==> src/rtl/wax_pkg.sv <==
package wax_pkg;
  typedef enum logic [1:0] {
    TGT_DRAM = 2'd0,
    TGT_IMEM = 2'd1,
    TGT_UMEM = 2'd2
  } tgt_e;

  localparam int MAP_W       = 16;
  localparam int MAP_IMEM    = 12;  // map bit choosing instruction memory
  localparam int DW_IBANK_HI = 3;   // data window bank into instruction memory
  localparam int DW_UBANK_HI = 2;   // data window bank inside a unified segment
  localparam int DW_SEG_LO   = 3;
  localparam int DW_SEG_HI   = 9;
  localparam int IW_SEG_HI   = 7;

  localparam logic [1:0] SEL_DMAP  = 2'd0;
  localparam logic [1:0] SEL_IMAP0 = 2'd1;
  localparam logic [1:0] SEL_IMAP1 = 2'd2;
endpackage

==> src/rtl/wax_map_regs.sv <==
module wax_map_regs
  import wax_pkg::*;
#(
  parameter logic [MAP_W-1:0] DMAP_RST  = 16'h0000,
  parameter logic [MAP_W-1:0] IMAP0_RST = 16'h0000,
  parameter logic [MAP_W-1:0] IMAP1_RST = 16'h007F
) (
  input  logic             clk,
  input  logic             rst_n,
  input  logic             we,
  input  logic [1:0]       sel,
  input  logic [MAP_W-1:0] wdata,
  output logic [MAP_W-1:0] dmap,
  output logic [MAP_W-1:0] imap0,
  output logic [MAP_W-1:0] imap1
);
  localparam int NREG = 3;
  localparam logic [NREG-1:0][MAP_W-1:0] RSTV = {IMAP1_RST, IMAP0_RST, DMAP_RST};

  logic [NREG-1:0][MAP_W-1:0] regs;

  for (genvar g = 0; g < NREG; g++) begin : g_reg
    always_ff @(posedge clk or negedge rst_n) begin
      if (!rst_n)
        regs[g] <= RSTV[g];
      else if (we && sel == 2'(g))
        regs[g] <= wdata;
    end
  end

  assign dmap  = regs[SEL_DMAP];
  assign imap0 = regs[SEL_IMAP0];
  assign imap1 = regs[SEL_IMAP1];
endmodule

==> src/rtl/wax_dmap.sv <==
module wax_dmap
  import wax_pkg::*;
#(
  parameter int DAW   = 16,
  parameter int OFF_W = 18,
  parameter int SEG_W = 8,
  parameter logic [DAW-5:0] IO_TAG = 12'hFF0
) (
  input  logic             valid,
  input  logic [DAW-1:0]   addr,
  input  logic [MAP_W-1:0] map,
  output tgt_e             tgt,
  output logic [OFF_W-1:0] off,
  output logic [SEG_W-1:0] seg,
  output logic             berr
);
  localparam int WB = DAW - 2;  // window offset bits

  logic unused_map;
  assign unused_map = ^{map[MAP_W-1:MAP_IMEM+1], map[MAP_IMEM-1:DW_SEG_HI+1]};

  always_comb begin
    tgt  = TGT_DRAM;
    off  = OFF_W'(addr);
    seg  = '0;
    berr = 1'b0;
    case (addr[DAW-1 -: 2])
      2'b10: begin
        if (map[MAP_IMEM]) begin
          tgt = TGT_IMEM;
          off = OFF_W'({map[DW_IBANK_HI:0], addr[WB-1:0]});
        end else begin
          tgt = TGT_UMEM;
          off = OFF_W'({map[DW_UBANK_HI:0], addr[WB-1:0]});
          seg = SEG_W'(map[DW_SEG_HI:DW_SEG_LO]);
        end
      end
      2'b11: berr = valid && (addr[DAW-1:4] != IO_TAG);
      default: ;
    endcase
  end
endmodule

==> src/rtl/wax_imap.sv <==
module wax_imap
  import wax_pkg::*;
#(
  parameter int IAW    = 18,
  parameter int UOFF_W = 17,
  parameter int OFF_W  = 18,
  parameter int SEG_W  = 8
) (
  input  logic [IAW-1:0]   addr,
  input  logic [MAP_W-1:0] map0,
  input  logic [MAP_W-1:0] map1,
  output tgt_e             tgt,
  output logic [OFF_W-1:0] off,
  output logic [SEG_W-1:0] seg
);
  logic [MAP_W-1:0] msel;
  assign msel = addr[IAW-1] ? map1 : map0;

  logic unused_msel;
  assign unused_msel = ^{msel[MAP_W-1:MAP_IMEM+1], msel[MAP_IMEM-1:IW_SEG_HI+1]};

  always_comb begin
    if (msel[MAP_IMEM]) begin
      tgt = TGT_IMEM;
      off = OFF_W'(addr);
      seg = '0;
    end else begin
      tgt = TGT_UMEM;
      off = OFF_W'(addr[UOFF_W-1:0]);
      seg = SEG_W'(msel[IW_SEG_HI:0]);
    end
  end
endmodule

==> src/rtl/win_addr_xlat.sv <==
module win_addr_xlat
  import wax_pkg::*;
#(
  parameter int DAW    = 16,
  parameter int IAW    = 18,
  parameter int UOFF_W = 17,
  parameter int SEG_W  = 8,
  parameter logic [MAP_W-1:0] DMAP_RST  = 16'h0000,
  parameter logic [MAP_W-1:0] IMAP0_RST = 16'h0000,
  parameter logic [MAP_W-1:0] IMAP1_RST = 16'h007F
) (
  input  logic              clk,
  input  logic              rst_n,
  input  logic              cfg_we,
  input  logic [1:0]        cfg_sel,
  input  logic [MAP_W-1:0]  cfg_wdata,
  input  logic              d_valid,
  input  logic [DAW-1:0]    d_addr,
  output logic [1:0]        d_tgt,
  output logic [IAW-1:0]    d_off,
  output logic [SEG_W-1:0]  d_seg,
  output logic              d_berr,
  input  logic [IAW-1:0]    i_addr,
  output logic [1:0]        i_tgt,
  output logic [IAW-1:0]    i_off,
  output logic [SEG_W-1:0]  i_seg
);
  localparam int OFF_W = IAW;

  logic [MAP_W-1:0] dmap, imap0, imap1;
  tgt_e dt, it;

  wax_map_regs #(.DMAP_RST(DMAP_RST), .IMAP0_RST(IMAP0_RST), .IMAP1_RST(IMAP1_RST)) u_regs (
    .clk(clk), .rst_n(rst_n), .we(cfg_we), .sel(cfg_sel), .wdata(cfg_wdata),
    .dmap(dmap), .imap0(imap0), .imap1(imap1)
  );

  wax_dmap #(.DAW(DAW), .OFF_W(OFF_W), .SEG_W(SEG_W)) u_dmap (
    .valid(d_valid), .addr(d_addr), .map(dmap),
    .tgt(dt), .off(d_off), .seg(d_seg), .berr(d_berr)
  );

  wax_imap #(.IAW(IAW), .UOFF_W(UOFF_W), .OFF_W(OFF_W), .SEG_W(SEG_W)) u_imap (
    .addr(i_addr), .map0(imap0), .map1(imap1),
    .tgt(it), .off(i_off), .seg(i_seg)
  );

  assign d_tgt = dt;
  assign i_tgt = it;
endmodule

==> config.mk <==
export PLATFORM = sky130hd
export DESIGN_NAME = win_addr_xlat
export DESIGN_NICKNAME = d
export VERILOG_FILES = /design/src/rtl/wax_pkg.sv /design/src/rtl/wax_map_regs.sv /design/src/rtl/wax_dmap.sv /design/src/rtl/wax_imap.sv /design/src/rtl/win_addr_xlat.sv
export SDC_FILE = /design/constraint.sdc
export NUM_CORES = 1
export LEC_CHECK = 0
export ABC_AREA = 1
export CAP_MARGIN = 20
export CORE_MARGIN = 4
export CORE_UTILIZATION = 38
export CTS_BUF_LIST = sky130_fd_sc_hd__clkbuf_16
export DETAILED_ROUTE_END_ITERATION = 8
export GPL_ROUTABILITY_DRIVEN = 0
export PLACE_DENSITY = 0.89
export SKIP_LAST_GASP = 1
export SYNTH_ARGS = -nofsm -noshare
export SYNTH_HDL_FRONTEND = slang
export SYNTH_SLANG_ARGS = --single-unit
==> constraint.sdc <==
create_clock -name clk -period 2.9 [get_ports clk]
set_input_delay 0.58 -clock clk [delete_from_list [all_inputs] [get_ports clk]]
set_output_delay 0.58 -clock clk [all_outputs]
set_load 0.02 [all_outputs]
==> qor.yml <==
status: "finished, final reports clean"
fill_cells: 368
die_x_um: 74.4
fin_crit_ps: 2820
grt_pass1_vias: 1333
timing.slew.headroom_pct: 54.8
n_antenna_cell: 0
dpl.hpwl_um: 2940
first_pass_iters: 4
final_cell_mix: "nand2_1, clkdlybuf4s50_1, inv_1"
grt_pass1_wl_um: 6340
grt-ovfl-total: 0
power.leakage_nw: 1.21
instances_no_fill: 313
pre_cts_ws_ps: 3.26
synth_cell_types: 20
critPathMaxFanout: 8
track_usage_pct: 15.5
max_freq_mhz: 355
setup_viol: 0
maxSlewViolCount: 0
cts_root_buf: "clkbuf_16"
postRouteAntennaNets: 0
top_layer_used: "met4"
critical_path_required_ps: 2320
antenna_found_initial: 0
crit_path_start_kind: "input port"
ys_warn_count: 0
worstSkewPairLatency_ps: 270
wl_met1_um: 1780
cts_buffer_depth: 2
clock_skew_ps: 0
netlist_area_sq_mm: 0.00167
dr_wl_met2_um: 1840
wl_met3_um: 265
hold_buffers: 0
hold_class: "flop to flop"
finalCritPeriodShare_pct: 97.1
worst_pin_slew_ps: 677
initial_utilization_pct: 40.7
cts_tree: "built"
io_pins: 113
cts_made_buffers: 5
htree_levels: 2
ir_drop_mv: 0.421
area_delta_synth_final_pct: 37.1
drt_iter0_markers: 62
rsz0062_at_grt: "yes"
clk_pin_slew_ps: 40
seqCellArea_sq_um: 734
grt_start_max_net_pins: 30
ys_seq_area_share_pct: 43.9
syn_avg_cell_area_sq_um: 7.58
cts_sinks: 29
drc: 0
dr_total_vias: 1416
worst_slack_ps: 84.8
arrival_ps: 2240
std_cell_rows: 23
final_nets: 318
synth_top_cell_by_area: "dfrtp_1"
finalHoldViolCount: 0
setup_tns_ps: 0
die_y_um: 74.4
core_region_area_sq_mm: 0.00412
path_class: "input port to output port"
critPathCaptureType: "output port"
power_density_mw_per_mm2: 579
synthCells: 221
final_common_cell: "nand2_1"
synth_top_area_share_pct: 32.9
dp_cells: 304
routed_wl_um: 3920
wl_per_cell_um: 12.5
via_per_inst: 4.52
maxCapViolCount: 0
ys_seq_elements: 29
io_buffers: 64
drive_above_1_share_pct: 9.13
die_area_sq_mm: 0.00553
multi_input_area_sq_um: 552
yosys-top-cells-area: "dfrtp_1, nand2_1, buf_4"
syn_nets: 277
## area by class of cell
type                            instances  share of cell area (%)
Timing Repair Buffer                   70                    30.4
Tap cell                               50                    2.72
Clock buffer                            5                    5.45
Inverter                               30                    4.90
Clock inverter                          3                   0.490
Multi-Input combinational cell        126                    24.0
Sequential cell                        29                    32.0
## per-layer routing
metal | up-vias | GRT usage [%]
met5 | - | 0
met3 | 4 | 5.41
met2 | 40 | 23.5
met4 | 0 | 5.73
met1 | 646 | 20.6
li1 | 726 | -
## timing repair
action	CTS	global route
setup buffers	0	0
cloned	1	0
pin swaps	1	0
setup endpoints to repair	1	7
resized for setup	0	5
## critical path, cell delays in order
cell and delay, ps:
clkdlybuf4s50_1 510, inv_2 170, buf_4 180, nand2_1 50
nand2_1 50, nand2_1 50, inv_1 50, clkdlybuf4s50_1 590
## flip-flops by register name (all words and copies together) (netlist names)
| name | flops |
|---|---|
| u_regs.dmap | 11 |
| u_regs.imap0 | 9 |
| u_regs.imap1 | 9 |
## metrics by stage
step           instance area, sq um  util (%)  hold WS (ps)  total power (W)
2_1_floorplan                  1670         -           284         0.000750
3_3_place_gp                   2140      52.0           464         0.000858
3_5_place_dp                   2140      52.0           468         0.000869
4_1_cts                        2280      55.5           475          0.00135
5_1_grt                        2300      55.8           495          0.00141
6_report                       2300      55.8           473          0.00133
## synthesized netlist by cell type
master and n:
o21ai_1 4, o21a_1 1, nand2_1 72, clkinv_1 1
nand3_2 2, a21oi_4 1, nand4_1 1, conb_1 1
clkbuf_2 1, dfstp_2 7, nor2_1 13, inv_2 2
buf_6 3, nor3_1 1, inv_1 27, o21ai_0 25
dfrtp_1 22, nand3_1 4, buf_2 1, buf_4 32
## worst paths after layout
check	startpoint	endpoint	slack (ps)	depth (start not counted)
worst max-delay path	i_addr[17]	i_seg[0]	80	8
worst min-delay path	u_regs.imap1[1]$_DFFE_PN1P_	u_regs.imap1[1]$_DFFE_PN1P_	470	2
worst max register to register	u_regs.imap0[12]$_DFFE_PN0P_	u_regs.imap0[12]$_DFFE_PN0P_	2140	2
worst min register to register	u_regs.imap1[1]$_DFFE_PN1P_	u_regs.imap1[1]$_DFFE_PN1P_	470	2
max in group asynchronous	rst_n	u_regs.imap1[6]$_DFFE_PN1P_	1880	2
min in group asynchronous	rst_n	u_regs.dmap[12]$_DFFE_PN0P_	710	2
## power by group
group	switching (W)	total, W	internal, W
Clock	0.000162	0.000469	0.000306
Combinational	0.000181	0.000343	0.000162
Sequential	0.0000371	0.000519	0.000482
Total	0.000381	0.00133	0.000950
## logic make-up (layout without fill, tap and decap cells)
logic type,after synthesis,after routing,share of synthesized area (%)
simple gates,93,93,22.1
compound gates,31,32,10.1
other cells,1,1,0.224
flops,29,29,43.9
buf+inv,67,108,23.7
(Power assumes the default switching activity.)
